[config.mk]
export PLATFORM = sky130hd
export DESIGN_NAME = cmd_read_engine
export DESIGN_NICKNAME = d
export VERILOG_FILES = /design/src/rtl/cre_pkg.sv /design/src/rtl/cre_decoder.sv /design/src/rtl/cre_regfile.sv /design/src/rtl/cre_ram.sv /design/src/rtl/cmd_read_engine.sv
export SDC_FILE = /design/constraint.sdc
export NUM_CORES = 1
export LEC_CHECK = 0
export BUFFER_PORTS_ARGS = -buffer_cell sky130_fd_sc_hd__buf_2
export CORE_UTILIZATION = 30
export CTS_BUF_LIST = sky130_fd_sc_hd__clkbuf_16
export DETAILED_ROUTE_END_ITERATION = 16
export PLACE_DENSITY = 0.52
export SLEW_MARGIN = 20
export SYNTH_ARGS = -nofsm -noshare
export SYNTH_HDL_FRONTEND = slang
export SYNTH_HIERARCHICAL = 1
export SYNTH_SLANG_ARGS = --single-unit
[constraint.sdc]
create_clock -name clk -period 4.22 [get_ports clk]
set_input_delay 0.844 -clock clk [delete_from_list [all_inputs] [get_ports clk]]
set_output_delay 0.844 -clock clk [all_outputs]
set_load 0.03 [all_outputs]
[src/rtl/cre_pkg.sv]
package cre_pkg;

    localparam int BYTE_W     = 8;
    localparam int NUM_REGS   = 16;
    localparam int RAM_DEPTH  = 128;
    localparam int BANK_DEPTH = 16;
    localparam int REG_AW     = $clog2(NUM_REGS);
    localparam int RAM_AW     = $clog2(RAM_DEPTH);
    localparam int BANK_SEL_W = RAM_AW - $clog2(BANK_DEPTH);

    localparam logic [7:0] OPC_STOP    = 8'h0F;
    localparam logic [3:0] OPC_RREG_HI = 4'b0001;
    localparam logic [4:0] OPC_RRAM_HI = 5'b00100;

    typedef logic [BYTE_W-1:0] byte_t;
    typedef logic [RAM_AW-1:0] addr_t;

    typedef enum logic [1:0] {
        ST_IDLE,
        ST_REG_CNT,
        ST_RAM_CNT,
        ST_STREAM
    } cre_state_e;

    typedef enum logic [1:0] {
        OP_NONE,
        OP_STOP,
        OP_RREG,
        OP_RRAM
    } cre_op_e;

    typedef struct packed {
        cre_op_e op;
        addr_t   base;
    } cre_dec_t;

    typedef struct packed {
        logic  ram;
        addr_t addr;
        addr_t left;
    } cre_cursor_t;

    // Classify a first byte; the start address is already scaled.
    function automatic cre_dec_t decode_opcode(byte_t b);
        cre_dec_t d;
        d.op   = OP_NONE;
        d.base = '0;
        if (b == OPC_STOP) begin
            d.op = OP_STOP;
        end else if (b[7:4] == OPC_RREG_HI) begin
            d.op = OP_RREG;
            d.base[REG_AW-1:0] = b[REG_AW-1:0];
        end else if (b[7:3] == OPC_RRAM_HI) begin
            d.op = OP_RRAM;
            d.base[RAM_AW-1:RAM_AW-BANK_SEL_W] = b[BANK_SEL_W-1:0];
        end
        return d;
    endfunction

    // Length-minus-one field of the second byte.
    function automatic addr_t count_field(logic ram, byte_t b);
        addr_t c;
        c = '0;
        if (ram) c = b[RAM_AW-1:0];
        else     c[REG_AW-1:0] = b[REG_AW-1:0];
        return c;
    endfunction

    // Following address: 4-bit wrap for registers, 7-bit wrap for RAM.
    function automatic addr_t next_addr(cre_cursor_t c);
        addr_t n;
        n = c.addr + 1'b1;
        if (!c.ram) begin
            n = '0;
            n[REG_AW-1:0] = c.addr[REG_AW-1:0] + 1'b1;
        end
        return n;
    endfunction

endpackage

[src/rtl/cre_decoder.sv]
module cre_decoder
    import cre_pkg::*;
(
    input  logic  clk,
    input  logic  rst,
    input  logic  sel_i,
    input  logic  rx_valid_i,
    input  byte_t rx_byte_i,
    input  logic  tx_ready_i,
    output logic  offer_o,
    output logic  stop_hit_o,
    output logic  rd_ram_o,
    output addr_t rd_addr_o,
    output addr_t left_o
);

    cre_state_e  state_q, state_d;
    cre_cursor_t cur_q, cur_d;
    cre_dec_t    dec;

    always_comb begin
        dec        = decode_opcode(rx_byte_i);
        state_d    = state_q;
        cur_d      = cur_q;
        stop_hit_o = 1'b0;
        if (!sel_i) begin
            state_d = ST_IDLE;
        end else begin
            case (state_q)
                ST_IDLE: begin
                    if (rx_valid_i) begin
                        case (dec.op)
                            OP_STOP: stop_hit_o = 1'b1;
                            OP_RREG: begin
                                cur_d.ram  = 1'b0;
                                cur_d.addr = dec.base;
                                state_d    = ST_REG_CNT;
                            end
                            OP_RRAM: begin
                                cur_d.ram  = 1'b1;
                                cur_d.addr = dec.base;
                                state_d    = ST_RAM_CNT;
                            end
                            default: ;
                        endcase
                    end
                end
                ST_REG_CNT: begin
                    if (rx_valid_i) begin
                        cur_d.left = count_field(1'b0, rx_byte_i);
                        state_d    = ST_STREAM;
                    end
                end
                ST_RAM_CNT: begin
                    if (rx_valid_i) begin
                        cur_d.left = count_field(1'b1, rx_byte_i);
                        state_d    = ST_STREAM;
                    end
                end
                ST_STREAM: begin
                    if (tx_ready_i) begin
                        if (cur_q.left == '0) begin
                            state_d = ST_IDLE;
                        end else begin
                            cur_d.left = cur_q.left - 1'b1;
                            cur_d.addr = next_addr(cur_q);
                        end
                    end
                end
                default: state_d = ST_IDLE;
            endcase
        end
    end

    always_ff @(posedge clk) begin
        if (rst) begin
            state_q <= ST_IDLE;
            cur_q   <= '0;
        end else begin
            state_q <= state_d;
            cur_q   <= cur_d;
        end
    end

    assign offer_o   = sel_i && (state_q == ST_STREAM);
    assign rd_ram_o  = cur_q.ram;
    assign rd_addr_o = cur_q.addr;
    assign left_o    = cur_q.left;

endmodule

[src/rtl/cre_regfile.sv]
module cre_regfile #(
    parameter int DEPTH = 16,
    parameter int W     = 8,
    localparam int AW   = $clog2(DEPTH)
) (
    input  logic          clk,
    input  logic          wr_en,
    input  logic [AW-1:0] wr_addr,
    input  logic [W-1:0]  wr_data,
    input  logic [AW-1:0] rd_addr,
    output logic [W-1:0]  rd_data
);

    logic [W-1:0] ent [DEPTH];

    for (genvar i = 0; i < DEPTH; i++) begin : g_ent
        logic [W-1:0] val_q;
        always_ff @(posedge clk) begin
            if (wr_en && (wr_addr == AW'(i))) val_q <= wr_data;
        end
        assign ent[i] = val_q;
    end

    assign rd_data = ent[rd_addr];

endmodule

[src/rtl/cre_ram.sv]
module cre_ram #(
    parameter int DEPTH = 128,
    parameter int W     = 8,
    localparam int AW   = $clog2(DEPTH)
) (
    input  logic          clk,
    input  logic          wr_en,
    input  logic [AW-1:0] wr_addr,
    input  logic [W-1:0]  wr_data,
    input  logic [AW-1:0] rd_addr,
    output logic [W-1:0]  rd_data
);

    logic [W-1:0] mem [DEPTH];

    always_ff @(posedge clk) begin
        if (wr_en) mem[wr_addr] <= wr_data;
    end

    assign rd_data = mem[rd_addr];

endmodule

[src/rtl/cmd_read_engine.sv]
module cmd_read_engine
    import cre_pkg::*;
(
    input  logic              clk,
    input  logic              rst,
    input  logic              sel,
    input  logic              rx_valid,
    input  logic [BYTE_W-1:0] rx_byte,
    input  logic              tx_ready,
    output logic              tx_valid,
    output logic [BYTE_W-1:0] tx_byte,
    input  logic              cont_start,
    output logic              cont_mode,
    input  logic              ld_en,
    input  logic              ld_ram,
    input  logic [RAM_AW-1:0] ld_addr,
    input  logic [BYTE_W-1:0] ld_data
);

    logic  offer;
    logic  stop_hit;
    logic  rd_ram;
    addr_t rd_addr;
    addr_t left;
    byte_t reg_rd;
    byte_t ram_rd;
    logic  cont_q;

    cre_decoder u_dec (
        .clk        (clk),
        .rst        (rst),
        .sel_i      (sel),
        .rx_valid_i (rx_valid),
        .rx_byte_i  (rx_byte),
        .tx_ready_i (tx_ready),
        .offer_o    (offer),
        .stop_hit_o (stop_hit),
        .rd_ram_o   (rd_ram),
        .rd_addr_o  (rd_addr),
        .left_o     (left)
    );

    cre_regfile #(.DEPTH(NUM_REGS), .W(BYTE_W)) u_regs (
        .clk     (clk),
        .wr_en   (ld_en && !ld_ram),
        .wr_addr (ld_addr[REG_AW-1:0]),
        .wr_data (ld_data),
        .rd_addr (rd_addr[REG_AW-1:0]),
        .rd_data (reg_rd)
    );

    cre_ram #(.DEPTH(RAM_DEPTH), .W(BYTE_W)) u_ram (
        .clk     (clk),
        .wr_en   (ld_en && ld_ram),
        .wr_addr (ld_addr),
        .wr_data (ld_data),
        .rd_addr (rd_addr),
        .rd_data (ram_rd)
    );

    // Clear from the stop opcode takes priority over a same-cycle set.
    always_ff @(posedge clk) begin
        if (rst)             cont_q <= 1'b0;
        else if (stop_hit)   cont_q <= 1'b0;
        else if (cont_start) cont_q <= 1'b1;
    end

    assign tx_valid  = offer;
    assign tx_byte   = rd_ram ? ram_rd : reg_rd;
    assign cont_mode = cont_q;

endmodule

==> metrics.yaml <==
syn_area_um2: 46000
synth_xor_area_share_pct: 0.0191
first_pass_iters: 5
dieArea_um2: 155000
grt_pass1_wl_um: 167000
setup_tns_ps: -4900
synth_top_area_share_pct: 75.3
rows: 143
p_int_mw: 18.4
n_antenna_cell: 0
vias: 22100
fin_skew_ps: 12.8
max-vdd-ir-drop_mv: 0.309
syn_inst: 2026
cts_buffers: 115
syn_to_final_growth_pct: 17.5
synth_top_area_cell: "edfxtp_1"
switching_power_mw: 4.71
rsz0062_at_grt: "yes"
synth_mux_area_share_pct: 18.7
max_cap_violations: 0
die_width_um: 393
grt_max_degree: 145
worst_ep_required_time_ps: 3380
hold_viol: 0
grt_use_total_pct: 14.8
slowest_delay_ps: 620
cts_sinks: 1170
ys_seq_elements: 1170
setup_viol: 8
path_delay_family: "multiplexers"
root_buffer: "clkbuf_16"
cpMaxStageDelayCell: "mux4_2"
crit_chain: "buf_12 -> buf_4 -> buf_6 -> mux4_2 -> mux4_2 -> mux4_2 -> mux2_4 -> mux2_4 -> buf_6"
antenna_left: 0
gp_congestion: 0.786
insertion_delay_ps: 720
synth_most_common_cell: "edfxtp_1"
power_frac_clock_pct: 42.4
grt_antenna_before_repair: 6
hpwl_um: 73400
post-route-cell-area_um2: 54000
status: "finished, violations left"
grt_pass1_vias: 22900
nets: 2282
port_buffers: 40
synth_fp_nets: 2063
synth_common_cells: "edfxtp_1 (1,152), mux4_2 (354), nor2_1 (145)"
cp.arrival_ps: 4010
period_needed_ps: 4860
pin_count: 41
worstPathMaxFanout: 4
synthAdderAreaFrac_pct: 0.163
r2r_cells: 5
cp_num_cells: 9
yosys-top-cells-area: "edfxtp_1 (75%), mux4_2 (17%), nor2_1 (1.2%)"
pwr-share-comb_pct: 2.2
fmax_ghz: 0.206
synth_top_family_by_area: "multiplexers"
synthArstFlopShare_pct: 0
htree_levels: 3
crit_path_start_kind: "flip-flop"
die_y_um: 393
worst_slack_ps: -636
critPathKind: "flip-flop to primary output"
syn_area_per_cell_um2: 22.7
worstHoldPathType: "input port to flip-flop"
violations: "setup timing"
wl_um: 116000
yosys.area_share.simple_pct: 2.73
power.share.switching_pct: 20.4
synth_edf_count: 1152
clkTransAtPathRegs_ps: 60
place_area_um2: 49700
worstSetupEndpointType: "primary output"
initial_core_util_pct: 30.2
critical_path_buf_inv_count: 4
ctsHoldBuffers: 0
finalCritPeriodShare_pct: 115
synth_compound_area_share_pct: 1.14
ys_seq_area_share_pct: 76.0
overflow: 0
slew_headroom_pct: 28.3
wire_per_inst_um: 26.5
leakage_nw: 16.1
drive_above_1_share_pct: 32.2
power_density_nw_per_um2: 428
clockBufferDepth: 3
share_seq_of_total_power_pct: 55.4
cpMostUsedCell: "mux4_2"
yosysWarnings: 6
synth_cell_types: 62
core-area_um2: 152000
slew_viol_final: 0
drt-initial-drc-count: 2193
min_path_cells: 3
cts_tree: "built"
ys.flop_type: "edfxtp_1"
viasPerCell: 5.06
drcViolationCount: 0
tightest_slew_ps: 1070
-- sequential cells by signal, summed over array words and instances, names as in the netlist --
| signal | flops |
|---|---|
| u_ram/mem | 1024 |
| u_regs/g_ent.val_q | 128 |
| u_dec/left_o | 7 |
| u_dec/rd_addr_o | 7 |
| u_dec/state_q | 2 |
| cont_mode | 1 |
| u_dec/rd_ram_o | 1 |
-- cell families after synthesis --
family	Yosys count
AOI/OAI and AO/OA	70
xor gates and xnor gates	1
adders and majority gates	6
buffers and inverters	117
DFF	1170
muxes	387
and+or+nand+nor	275
-- worst reg2reg max path, cell delays in order, from the launching register on --
cell and delay [ps]:
dfxtp_1 400, ha_1 600, mux2_2 300, o211a_1 300
o2111ai_1 160, a32o_1 320
-- cell usage in the layout, fill, tap and decap left out, drive strengths merged, types with 3 or more instances in the layout --
cell,instances
edfxtp,1152
mux4,368
buf,209
nor2,145
clkbuf,119
clkinv,58
nand2,37
inv,35
nand3,23
nor3,21
dfxtp,18
a22oi,17
mux2,17
nor2b,13
a21oi,12
bufinv,7
nand2b,7
o21ai,7
nand4,6
ha,6
clkinvlp,5
a31oi,5
a32o,4
and2,3
nand3b,3
a211oi,3
or3,3
a311oi,3
or4,3
-- power groups by stage --
stage          logic, mW  clock network (mW)  registers, mW
2_1_floorplan      0.157                   0           13.1
3_3_place_gp       0.485                   0           13.1
3_5_place_dp       0.503                   0           13.1
4_1_cts            0.511                10.0           12.8
5_1_grt            0.533                10.5           12.8
6_report           0.499                9.81           12.8
-- layer usage --
| metal | vias up | part of all wire (%) | wire (um) | track usage (%) |
|---|---|---|---|---|
| li1 | 9109 | - | - | - |
| met1 | 12200 | 42 | 49100 | 20.2 |
| met2 | 658 | 50 | 57800 | 24.6 |
| met3 | 155 | 5.3 | 6120 | 2.24 |
| met4 | 10 | 2.3 | 2650 | 4.43 |
| met5 | - | 0.052 | 60 | 0 |
-- path summary, 6_finish.rpt --
kind | startpoint | to | slack [ps]
max | u_dec/rd_addr_o[0] | tx_byte[7] | -640
min | cont_start | cont_mode | 380
max reg2reg | u_dec/state_q[1] | u_dec/rd_addr_o[2] | 2030
min reg2reg | u_dec/left_o[6] | u_dec/left_o[6] | 500
-- stage by stage --
step	setup WS, ps	utilization (%)	total power [mW]	hold slack, ps	cells
2_1_floorplan	239	-	13.2	459	2026
3_3_place_gp	-117	32.7	13.5	479	4131
3_5_place_dp	-69.7	32.7	13.6	490	4131
4_1_cts	-708	35.5	23.4	348	4370
5_1_grt	-695	35.5	23.8	382	4372
6_report	-636	35.5	23.1	384	4372
-- final cells by class --
cell class / count / area, um^2
inverters: 9 / 33.8
multi-input cells: 739 / 10500
flip-flops and latches: 1170 / 35000
fillers: 14000 / 98100
clock inverters: 96 / 686
clock buffers: 118 / 2950
well taps: 2030 / 2540
repair buffers: 210 / 2350
-- what timing repair did --
item | 4_1_cts | 5_1_grt
buffers inserted | 17 | 2
setup endpoints to repair | 8 | 8
resized for setup | 56 | 6
gates cloned | 8 | 1
Note: power is estimated with default switching activity, not from simulation.
